--- src/rtl/pit_pkg.sv ---
package pit_pkg;
  localparam int REG_W    = 16;
  localparam int LVL_W    = 3;
  localparam int VEC_W    = 8;
  localparam int LVL_LSB  = 8;
  localparam int MASK_LSB = 8;
  localparam int NLEVELS  = 1 << LVL_W;
  localparam logic [VEC_W-1:0] VEC_RST = 8'h0F;

  typedef enum logic [1:0] {
    SEL_CTRL  = 2'd0,
    SEL_TIMER = 2'd1,
    SEL_MASK  = 2'd2,
    SEL_NONE  = 2'd3
  } pit_sel_e;
endpackage

--- src/rtl/pit_regs.sv ---
module pit_regs
  import pit_pkg::*;
#(
  parameter int MOD_W = 8
) (
  input  logic               clk,
  input  logic               rst_n,
  input  logic               wr_en,
  input  logic [1:0]         wr_sel,
  input  logic [REG_W-1:0]   wr_data,
  input  logic               freeze,
  output logic [LVL_W-1:0]   level,
  output logic [VEC_W-1:0]   vector,
  output logic [MOD_W-1:0]   modulus,
  output logic               slow,
  output logic [NLEVELS-1:0] avmask,
  output logic               start,
  output logic               stop,
  output logic [MOD_W-1:0]   load_val
);
  logic sel_ctrl, sel_timer, sel_mask;

  assign sel_ctrl  = wr_en && (pit_sel_e'(wr_sel) == SEL_CTRL);
  assign sel_timer = wr_en && (pit_sel_e'(wr_sel) == SEL_TIMER);
  assign sel_mask  = wr_en && (pit_sel_e'(wr_sel) == SEL_MASK);
  assign load_val  = wr_data[MOD_W-1:0];
  assign start     = sel_timer && (load_val != '0) && !freeze;
  assign stop      = sel_timer && (load_val == '0);

  always_ff @(posedge clk) begin
    if (!rst_n) begin
      level   <= '0;
      vector  <= VEC_RST;
      modulus <= '0;
      slow    <= 1'b0;
      avmask  <= '0;
    end else begin
      if (sel_ctrl) begin
        level  <= wr_data[LVL_LSB +: LVL_W];
        vector <= wr_data[VEC_W-1:0];
      end
      if (sel_timer) begin
        modulus <= load_val;
        slow    <= wr_data[MOD_W];
      end
      if (sel_mask) avmask <= wr_data[MASK_LSB +: NLEVELS];
    end
  end
endmodule

--- src/rtl/pit_prescaler.sv ---
module pit_prescaler #(
  parameter int BASE_DIV = 4,
  parameter int SLOW_DIV = 512
) (
  input  logic clk,
  input  logic rst_n,
  input  logic clr,
  input  logic en,
  input  logic slow,
  output logic tick
);
  localparam int FULL_DIV = BASE_DIV * SLOW_DIV;
  localparam int PW       = $clog2(FULL_DIV);

  logic [PW-1:0] cnt_q;
  logic [PW-1:0] limit;

  assign limit = slow ? PW'(FULL_DIV - 1) : PW'(BASE_DIV - 1);
  assign tick  = en && (cnt_q >= limit);

  always_ff @(posedge clk) begin
    if (!rst_n || clr) cnt_q <= '0;
    else if (en)       cnt_q <= tick ? '0 : cnt_q + 1'b1;
  end
endmodule

--- src/rtl/pit_counter.sv ---
module pit_counter #(
  parameter int MOD_W = 8
) (
  input  logic             clk,
  input  logic             rst_n,
  input  logic             start,
  input  logic             stop,
  input  logic [MOD_W-1:0] load_val,
  input  logic [MOD_W-1:0] modulus,
  input  logic             tick,
  input  logic             freeze,
  output logic             en,
  output logic             zero_evt,
  output logic [MOD_W-1:0] cnt_q
);
  logic running;

  assign en       = running && !freeze;
  assign zero_evt = tick && (cnt_q == MOD_W'(1));

  always_ff @(posedge clk) begin
    if (!rst_n) begin
      running <= 1'b0;
      cnt_q   <= '0;
    end else if (start) begin
      running <= 1'b1;
      cnt_q   <= load_val;
    end else if (stop) begin
      running <= 1'b0;
    end else if (tick) begin
      cnt_q <= zero_evt ? modulus : cnt_q - 1'b1;
    end
  end
endmodule

--- src/rtl/pit_irq.sv ---
module pit_irq
  import pit_pkg::*;
(
  input  logic               clk,
  input  logic               rst_n,
  input  logic               zero_evt,
  input  logic               ack,
  input  logic [LVL_W-1:0]   level,
  input  logic [VEC_W-1:0]   vector,
  input  logic [NLEVELS-1:0] avmask,
  output logic               req,
  output logic [LVL_W-1:0]   lvl_o,
  output logic [VEC_W-1:0]   vec_o,
  output logic               av_o
);
  logic pend_q, pend_d, av_sel;

  always_comb begin
    if (level == '0)   pend_d = 1'b0;
    else if (zero_evt) pend_d = 1'b1;
    else if (ack)      pend_d = 1'b0;
    else               pend_d = pend_q;
  end

  always_ff @(posedge clk) begin
    if (!rst_n) pend_q <= 1'b0;
    else        pend_q <= pend_d;
  end

  assign av_sel = avmask[level];
  assign req    = pend_q;
  assign lvl_o  = pend_q ? level : '0;
  assign av_o   = pend_q && av_sel;
  assign vec_o  = (pend_q && !av_sel) ? vector : '0;
endmodule

--- src/rtl/pit_timer_top.sv ---
module pit_timer_top
  import pit_pkg::*;
#(
  parameter int BASE_DIV = 4,
  parameter int SLOW_DIV = 512,
  parameter int MOD_W    = 8
) (
  input  logic               clk,
  input  logic               rst_n,
  input  logic               wr_en,
  input  logic [1:0]         wr_sel,
  input  logic [REG_W-1:0]   wr_data,
  input  logic               freeze,
  input  logic               irq_ack,
  output logic               irq_req,
  output logic [LVL_W-1:0]   irq_level,
  output logic [VEC_W-1:0]   irq_vector,
  output logic               irq_autovec
);
  logic [LVL_W-1:0]   level;
  logic [VEC_W-1:0]   vector;
  logic [MOD_W-1:0]   modulus, load_val, cnt_q;
  logic [NLEVELS-1:0] avmask;
  logic slow, start, stop, en, tick, zero_evt;

  pit_regs #(.MOD_W(MOD_W)) u_regs (
    .clk(clk), .rst_n(rst_n), .wr_en(wr_en), .wr_sel(wr_sel),
    .wr_data(wr_data), .freeze(freeze), .level(level), .vector(vector),
    .modulus(modulus), .slow(slow), .avmask(avmask), .start(start),
    .stop(stop), .load_val(load_val)
  );

  pit_prescaler #(.BASE_DIV(BASE_DIV), .SLOW_DIV(SLOW_DIV)) u_pre (
    .clk(clk), .rst_n(rst_n), .clr(start || stop), .en(en),
    .slow(slow), .tick(tick)
  );

  pit_counter #(.MOD_W(MOD_W)) u_cnt (
    .clk(clk), .rst_n(rst_n), .start(start), .stop(stop),
    .load_val(load_val), .modulus(modulus), .tick(tick), .freeze(freeze),
    .en(en), .zero_evt(zero_evt), .cnt_q(cnt_q)
  );

  pit_irq u_irq (
    .clk(clk), .rst_n(rst_n), .zero_evt(zero_evt), .ack(irq_ack),
    .level(level), .vector(vector), .avmask(avmask), .req(irq_req),
    .lvl_o(irq_level), .vec_o(irq_vector), .av_o(irq_autovec)
  );
endmodule

--- config.mk ---
export PLATFORM = sky130hd
export DESIGN_NAME = pit_timer_top
export DESIGN_NICKNAME = d
export VERILOG_FILES = /design/src/rtl/pit_pkg.sv /design/src/rtl/pit_regs.sv /design/src/rtl/pit_prescaler.sv /design/src/rtl/pit_counter.sv /design/src/rtl/pit_irq.sv /design/src/rtl/pit_timer_top.sv
export SDC_FILE = /design/constraint.sdc
export NUM_CORES = 1
export LEC_CHECK = 0
export ABC_AREA = 1
export CORE_UTILIZATION = 50
export CTS_BUF_LIST = sky130_fd_sc_hd__clkbuf_4 sky130_fd_sc_hd__clkbuf_8 sky130_fd_sc_hd__clkbuf_16
export DETAILED_ROUTE_END_ITERATION = 8
export GPL_TIMING_DRIVEN = 0
export PLACE_DENSITY = 0.88
export REMOVE_ABC_BUFFERS = 1
export SLEW_MARGIN = 20
export SYNTH_ARGS = -nofsm -noshare
export SYNTH_HDL_FRONTEND = slang
export SYNTH_SLANG_ARGS = --single-unit
--- constraint.sdc ---
create_clock -name clk -period 1.8 [get_ports clk]
set_clock_uncertainty 0.15 [all_clocks]
set_input_delay 0.54 -clock clk [delete_from_list [all_inputs] [get_ports clk]]
set_output_delay 0.54 -clock clk [all_outputs]
set_load 0.005 [all_outputs]
# ---- After elaboration in Yosys (flattened, before gate mapping)
# Cells that the tools add are included.
dict set report classes {
  n_bitwise 1
  n_reduce_logical 25
  n_lt_le_gt_ge 2
  addsub 2
  mux 14
  eq_ne 4
}
# operator count
set ops {}
lappend ops {{$mux W8} 5}
lappend ops {{$mux W11} 2}
lappend ops {{$add A11 B1 Y11 const B} 1}
lappend ops {{$ge A11 B11 Y1} 1}
lappend ops {{$logic_and A1 B1 Y1} 11}
lappend ops {{$eq A8 B1 Y1 const B} 1}
lappend ops {{$logic_not A8 Y1} 1}
lappend ops {{$reduce_bool A8 Y1} 1}
lappend ops {{$sub A8 B1 Y8 const B} 1}
lappend ops {{$reduce_bool A2 Y1} 3}
lappend ops {{$mux W1} 5}
lappend ops {{$lt A3 B4 Y1 const B} 1}
lappend ops {{$bmux W1 S3} 1}
lappend ops {{$logic_not A1 Y1} 3}
lappend ops {{$logic_not A3 Y1} 1}
lappend ops {{$mux W3} 1}
lappend ops {{$eq A2 B1 Y1 const B} 1}
lappend ops {{$eq A2 B2 Y1 const B} 1}
lappend ops {{$logic_not A2 Y1} 1}
lappend ops {{$logic_or A1 B1 Y1} 2}
lappend ops {{$ne A2 B2 Y1 const B} 1}
lappend ops {{$reduce_and A2 Y1} 1}
lappend ops {{$reduce_or A2 Y1} 1}
lappend ops {{$not A1 Y1} 1}
dict set report word_totals {
  word_cells 57
  input_bits 23
  regBits 49
  output_inout_bits 13
}

# ---- Depth between registers and ports, before layout
# Gate-level depths: netlist of the first run.
dict set report logic_depth {
  word_depth 8
  mapped_depth 15
  depth_no_buf 15
}

# ---- By module
# From an unflattened synthesis of the first run, not the netlist that was laid out.
dict set report hier_totals {
  hier_cells 483
  area_unflattened_um2 3076.7
}
# mod seq_area_each_um2 cells_each n_inst area_each_um2
set modules_own_cells {}
lappend modules_own_cells {pit_regs 560.5 194 1 1307.5}
lappend modules_own_cells {pit_prescaler 220.2 104 1 782.0}
lappend modules_own_cells {pit_counter 180.2 127 1 732.0}
lappend modules_own_cells {pit_irq 20.0 55 1 244.0}
lappend modules_own_cells {pit_timer_top 0.0 3 1 11.3}

# ---- Worst setup path after synthesis of the first run
# No wires, ideal clock.
dict set report synth_path {
  path_kind {register to register}
  startpoint {register u_regs.slow}
  endpoint {register u_cnt.cnt_q[2]}
  n_path_buf 1
  path_stages_with_launch 14
  required_ns 1.541
  arrival_ns 1.692
  path_slack_ns -0.151
  period_less_slack_ns 1.951
  cell_sequence {dfxtp_1 -> inv_1 -> ha_1 -> nand2_1 -> inv_1 -> a21oi_1 -> nand3_2 -> nand2_2 -> nand2_2 -> nand2_4 -> buf_6 -> a21oi_1 -> nand2_1 -> inv_1}
}
dict set report synth_via {
  elab_chain_len 8
  elab_cells_between_ends 10
}
# item line
set synth_rtl {}
lappend synth_rtl {{from (decl)} pit_regs.sv:15} ;# output logic slow,
lappend synth_rtl {{from (signal assigned)} pit_regs.sv:44} ;# slow <= wr_data[MOD_W];
lappend synth_rtl {{$mux W11 *} pit_prescaler.sv:18} ;# assign limit = slow ? PW'(FULL_DIV - 1) : PW'(BASE_DIV - 1);
lappend synth_rtl {{$ge A11 B11 Y1 *} pit_prescaler.sv:19} ;# assign tick = en && (cnt_q >= limit);
lappend synth_rtl {{$logic_and A1 B1 Y1 *} pit_prescaler.sv:19}
lappend synth_rtl {{$logic_and A1 B1 Y1} pit_counter.sv:19} ;# assign zero_evt = tick && (cnt_q == MOD_W'(1));
lappend synth_rtl {{$mux W8} pit_counter.sv:31} ;# cnt_q <= zero_evt ? modulus : cnt_q - 1'b1;
lappend synth_rtl {{$mux W8} pit_counter.sv:30} ;# end else if (tick) begin
lappend synth_rtl {{$mux W8} pit_counter.sv:28} ;# end else if (stop) begin
lappend synth_rtl {{$mux W8} pit_counter.sv:25} ;# end else if (start) begin
lappend synth_rtl {{to (signal assigned)} pit_counter.sv:27} ;# cnt_q <= load_val;
lappend synth_rtl {{to (signal assigned)} pit_counter.sv:31}
lappend synth_rtl {{to (decl)} pit_counter.sv:14} ;# output logic [MOD_W-1:0] cnt_q
# Every way passes the cells marked *; elsewhere a longest branch is shown, timed or not. The select of a mux whose other input is x is not followed.
# A chain may end at the register's enable or synchronous reset.

# ---- Final worst setup path of the first run
dict set report layout_path {
  startpoint {register u_regs.level[0]}
  endpoint {output irq_vector[3]}
}
dict set report layout_via {
  elab_chain_len 5
}
# item line
set layout_rtl {}
lappend layout_rtl {{from (decl)} pit_regs.sv:12} ;# output logic [LVL_W-1:0] level,
lappend layout_rtl {{from (signal assigned)} pit_regs.sv:39} ;# level <= wr_data[LVL_LSB +: LVL_W];
lappend layout_rtl {{$bmux W1 S3} pit_irq.sv:30} ;# assign av_sel = avmask[level];
lappend layout_rtl {{$mux W1 (not written as such)} pit_irq.sv:30}
lappend layout_rtl {{$logic_not A1 Y1} pit_irq.sv:34} ;# assign vec_o = (pend_q && !av_sel) ? vector : '0;
lappend layout_rtl {{$logic_and A1 B1 Y1} pit_irq.sv:34}
lappend layout_rtl {{$mux W8} pit_irq.sv:34}
lappend layout_rtl {{to (decl)} pit_timer_top.sv:17} ;# output logic [VEC_W-1:0] irq_vector,
# Every way passes these cells. The select of a mux whose other input is x is not followed.

==> summary.md, run 1 <==
| Metric | Value |
|---|---|
| Status | finished, violations left |
| Failing checks | setup timing |
| Top cell type's share of synthesized area | 36.4% |
| Worst skew pair latency | 320 ps |
| Max-cap viol count | 0 |
| P_leak | 1.67 nW |
| Grt peak-use layer | met2 |
| Via density | 5.59 |
| Chip Width | 75.4 um |
| Post-place setup slack | -1240 ps |
| WL/cell | 16.0 um |
| Synth warn | 0 |
| Boundary Pins | 36 |
| DRT iter0 DRCs | 162 |
| CTS Hold Buffers Added | 0 |
| Cell Chain, Critical Path | inv_6 -> a21oi_2 -> o21ai_2 -> nand3_2 -> nand2_4 -> nand2_8 -> nor2_1 -> buf_2 |
| H-tree Lvls | 2 |
| Max rail drop VDD | 0.000421 V |
| Post-DP HPWL | 4.40 mm |
| Antenna diodes | 0 |
| Synthesized area | 0.00269 mm^2 |
| Gr usage total | 26.5% |
| Site Rows | 26 |
| Final setup violation count | 29 |
| Register area share after synthesis | 36.4% |
| Core Footprint | 0.00514 mm^2 |
| Initial antenna violation count | 0 |
| Gpl congestion | 0.898 |
| Worst Path Max Fanout | 8 |
| Achievable Freq | 458 MHz |
| Clk sinks | 49 |
| Crit path kind | reg2out |
| Min Tclk post-route | 2180 ps |
| Via Count | 2896 |
| Final Hold Vio Count | 0 |
| RSZ-0062 raised after global routing | true |
| Final WS setup | -384 ps |
| Met1 Usage GRT | 29.6% |
| WL final | 8.27 mm |
| Clock slew at reported path FFs | 100 ps |
| Most frequent cells in the layout | nand2_1 (61), inv_1 (56), dfxtp_1 (44), a21oi_1 (27), nor2_1 (22) |
| Worst setup EP type | primary output |
| Critical path data arrival time | 1490 ps |
| Syn avg cell area | 6.96 um^2 |
| CTS tree | yes |
| Largest area contributor in the netlist | dfxtp_1 |
| Mapped Cells | 387 |
| Slew margin rel. | 57.3% |
| Area contributors post-synth | dfxtp_1 (36%), nand2_1 (10%), inv_1 (9.3%) |
| Largest net degree at the start of global routing | 35 |
| Fin. max-slew vios | 0 |
| Critical Path RT | 1110 ps |
| Vias in the first global route | 2646 |
| Commonest non-fill, non-tap cell in the layout | nand2_1 |
| Final nets | 482 |
| Final ANT Viol Nets | 0 |
| HP Class | reg2reg |
| Met3 Resource Use GR | 5.42% |
| Bufs on Longest Clock Path | 2 |
| Worst-Margin Slew | 641 ps |
| Initial core utilization | 52.4% |
| Die H | 75.4 um |
| Clk root buf | clkbuf_8 |
| Cts bufs inserted | 5 |
| Area growth, synth to finish | 41.1% |
| Element type at the critical path start | flop |
| First-pass GRT wire length | 11.3 mm |
| Period Utilization, post-route | 121% |
| Slowest cell on crit path | dfxtp_4 |
| WHS | 325 ps |
| First-pass iteration count of the detailed router | 5 |
| Layout cells sized above 1 | 33.5% |
| Fill count | 358 |
| Global route overflow | 0 |
| Synth cell types | 29 |
| GR Layer Usage met2 | 47.5% |
| DRC | 0 |
| IO buf count | 35 |
| Die footprint | 0.00569 mm^2 |
| Flop and latch count out of synthesis | 49 |
| Crit path largest cell delay | 440 ps |
| Pwr dens | 630 mW/mm^2 |
-- power breakdown --
part | leakage, nW | internal (mW) | switching, mW
clock | 0.0591 | 0.424 | 0.415
combinational | 1.21 | 0.157 | 0.248
sequential | 0.402 | 1.12 | 0.0284
-- cell usage after synthesis (all sizes together) --
master,count
nand2,79
inv,68
dfxtp,49
a21oi,42
nor2,40
o21ai,29
nand3,25
ha,12
xor2,9
clkbuf,6
nand4,6
nor3,5
buf,4
o211ai,4
xnor2,3
a31oi,2
nor3b,2
a211oi,1
clkinv,1
-- what timing repair did --
item | 4_1_cts | 5_1_grt
pin swaps | 26 | 22
endpoints found under the hold margin | 0 | 0
setup endpoints to repair | 62 | 52
buffers inserted | 21 | 4
gates cloned | 2 | 1
gates resized for setup | 129 | 60
-- worst max-delay path, delay by kind of cell, from the launching register on --
kind | cells | cell delay [ps]
DFF | 1 | 440
AOI/OAI and AO/OA | 2 | 200
and+or+nand+nor | 4 | 340
buffers and inverters | 2 | 180
-- stage by stage --
stage          std cells  setup TNS (ps)  power [mW]  instance area, um^2  utilization [%]
6_report             518           -8760        2.39                 3800             74.0
5_1_grt              518          -10410        2.48                 3800             74.0
4_1_cts              513           -6050        2.33                 3550             69.1
3_5_place_dp         482          -40210        1.46                 3080             59.9
3_3_place_gp         482          -38790        1.45                 3080             59.9
2_1_floorplan        377           -3270        1.35                 2640                -
-- registers in the layout (all words and copies together), names as in the netlist --
name	flops
u_cnt.cnt_q	8
u_pre.cnt_q	11
u_cnt.running	1
u_regs.level	3
u_regs.slow	1
u_regs.modulus	8
u_regs.avmask	8
u_regs.vector	8
u_irq.req	1
-- final timing paths --
check | from | cells past startpoint | slack (ps) | endpoint
max | u_regs.level[0] | 8 | -380 | irq_vector[3]
min reg2reg | u_regs.modulus[1] | 2 | 330 | u_regs.modulus[1]
max reg2reg | u_regs.slow | 14 | -300 | u_cnt.cnt_q[0]
min | u_regs.modulus[1] | 2 | 330 | u_regs.modulus[1]
-- cells by family after synthesis --
family / count (synthesis) / synth area share, %
adders and majority gates: 12 / 5.57
buffers and inverters: 79 / 11.5
and+or+nand+nor: 157 / 27.4
DFF: 49 / 36.4
xor gates and xnor gates: 12 / 3.90
AOI/OAI and AO/OA: 78 / 15.2
-- routing by layer --
metal  share of wire, %  routed length, um
met4                3.7                306
met1                 37               3090
met2                 53               4400
met5                  0                  0
met3                5.8                477
-- layout make-up --
| class | count | area, um^2 | share of cell area [%] |
|---|---|---|---|
| tap | 70 | 87.6 | 2.30 |
| multi-input combinational | 260 | 1810 | 47.6 |
| sequential | 49 | 995 | 26.2 |
| clock inverter | 3 | 47.5 | 1.25 |
| timing repair buffer | 60 | 483 | 12.7 |
| clock buffer | 5 | 68.8 | 1.81 |
| timing repair inverter | 2 | 18.8 | 0.494 |
| inverter | 69 | 290 | 7.64 |
Power figures use the tool's default switching activity.
==> run 2: changes to the inputs <==
GPL_TIMING_DRIVEN = default   (was 0)
HOLD_SLACK_MARGIN = 0.08   (was default)
==> summary.md, run 2 (same netlist as run 1, synthesis figures left out) <==
| Metric | Value |
|---|---|
| IO buf count | 35 |
| Slew margin rel. | 55.7% |
| WL/cell | 19.4 um |
| Crit Reg-Reg Startpoint | u_regs.slow |
| Clock slew at reported path FFs | 100 ps |
| DRC | 0 |
| Min-Delay Startpoint | u_regs.avmask[3] |
| Via Count | 3296 |
| WL final | 10.8 mm |
| Grt peak-use layer | met2 |
| Period Utilization, post-route | 124% |
| Largest register by flop count | u_pre.cnt_q |
| WHS | 321 ps |
| Worst Path Max Fanout | 7 |
| Site Rows | 26 |
| Gr usage total | 33.2% |
| Clk root buf | clkbuf_8 |
| Pwr dens | 583 mW/mm^2 |
| Status | finished, violations left |
| Fill count | 275 |
| End of the worst hold path | u_regs.avmask[3] |
| DRT iter0 DRCs | 260 |
| Clk sinks | 49 |
| Initial core utilization | 52.4% |
| Area growth, synth to finish | 61.3% |
| Via density | 5.90 |
| Global route overflow | 0 |
| Worst setup EP type | flop |
| Largest register FFs | 11 |
| FF-to-FF End | u_cnt.cnt_q[2] |
| Vias in the first global route | 3030 |
| Element type at the critical path start | flop |
| First-pass GRT wire length | 14.0 mm |
| Boundary Pins | 36 |
| Worst skew pair latency | 330 ps |
| Commonest non-fill, non-tap cell in the layout | buf_4 |
| HP Class | reg2reg |
| H-tree Lvls | 2 |
| Failing checks | setup timing |
| Final WS setup | -441 ps |
| GR Layer Usage met2 | 59.0% |
| Gpl congestion | 0.912 |
| Fin. max-slew vios | 0 |
| Worst Hold Depth | 2 |
| Worst-Margin Slew | 658 ps |
| Met3 Resource Use GR | 6.22% |
| Final ANT Viol Nets | 0 |
| CTS tree | yes |
| Die H | 75.4 um |
| Post-DP HPWL | 5.14 mm |
| Layout cells sized above 1 | 43.8% |
| Cts bufs inserted | 5 |
| RSZ-0062 raised after global routing | true |
| First-pass iteration count of the detailed router | 5 |
| Critical path data arrival time | 2300 ps |
| Final Util | 84.5% |
| Met1 Usage GRT | 37.9% |
| Core Footprint | 0.00514 mm^2 |
| Post-place setup slack | -618 ps |
| Initial antenna violation count | 0 |
| Largest net degree at the start of global routing | 34 |
| Achievable Freq | 446 MHz |
| Antenna diodes | 0 |
| Crit path kind | reg2reg |
| Critical Path RT | 1860 ps |
| Most frequent cells in the layout | buf_4 (56), inv_1 (55), nand2_1 (45), dfxtp_1 (44), a21oi_1 (28) |
| Min Tclk post-route | 2240 ps |
| Flop-to-flop setup slack | -440 ps |
| Final Hold Vio Count | 0 |
| Max-cap viol count | 0 |
| Max rail drop VDD | 0.000502 V |
| Reg2Reg Depth | 16 |
| Bufs on Longest Clock Path | 2 |
| Final nets | 523 |
| Chip Width | 75.4 um |
| P_leak | 1.95 nW |
| Die footprint | 0.00569 mm^2 |
| Final setup violation count | 30 |
[run 2: per-stage QoR]
stage / std cells / cell area [um^2] / power, mW / TNS (ps)
4_1_cts: 552 / 4000 / 2.41 / -7790
3_3_place_gp: 537 / 3520 / 1.51 / -18010
3_5_place_dp: 537 / 3520 / 1.53 / -21130
5_1_grt: 559 / 4340 / 2.60 / -11180
2_1_floorplan: 377 / 2640 / 1.35 / -3270
6_report: 559 / 4340 / 2.53 / -9580
[run 2: worst max-delay path by stage]
stage | start | end | slack, ps
after CTS | u_regs.level[0] | irq_vector[4] | -370
after detailed placement | u_regs.level[0] | irq_vector[1] | -620
after global placement | u_regs.level[0] | irq_vector[3] | -510
after floorplan | u_regs.slow | u_pre.cnt_q[6] | -300
final | u_regs.slow | u_cnt.cnt_q[2] | -440
after global routing | u_regs.slow | u_cnt.cnt_q[2] | -520
[run 2: timing repair]
action | in CTS | in global routing
setup endpoints to repair | 33 | 45
hold buffers | 0 | 0
cloned | 3 | 0
buffers inserted | 5 | 7
pin swaps | 35 | 50
resized for setup | 132 | 85
[run 2: per-layer routing]
layer	share of wire (%)	vias to the layer above	routed length, um
met5	0	-	0
met4	7.0	0	757
met3	8.2	86	893
met2	49	241	5270
met1	36	1526	3910
li1	-	1443	-
[run 2: final cells by class]
cell class,count,area (um^2),share of cell area [%]
Inverter,69,287,6.60
Sequential cell,49,992,22.8
Clock inverter,3,47.5,1.09
Timing Repair Buffer,102,897,20.7
Tap cell,70,87.6,2.02
Multi-Input combinational cell,260,1950,45.0
Clock buffer,5,68.8,1.58
Timing Repair inverter,1,11.3,0.259
[run 2: power by group]
group          internal (mW)  switching (mW)  leakage (nW)
registers               1.12          0.0293         0.402
clock network          0.425           0.440        0.0591
logic                  0.220           0.294          1.49
[run 2: critical path: stages, from the launching register on]
cell and delay (ps):
dfxtp_4 430, inv_8 70, ha_4 290, nand2_2 50, inv_2 70, nand2_4 60, nor2_4 110, nand2_2 70
nand3_4 80, nand2_4 70, buf_6 130, nand2_8 80, nand2_8 110, inv_6 90, nand3_2 70, nand2_1 100
inv_1 70
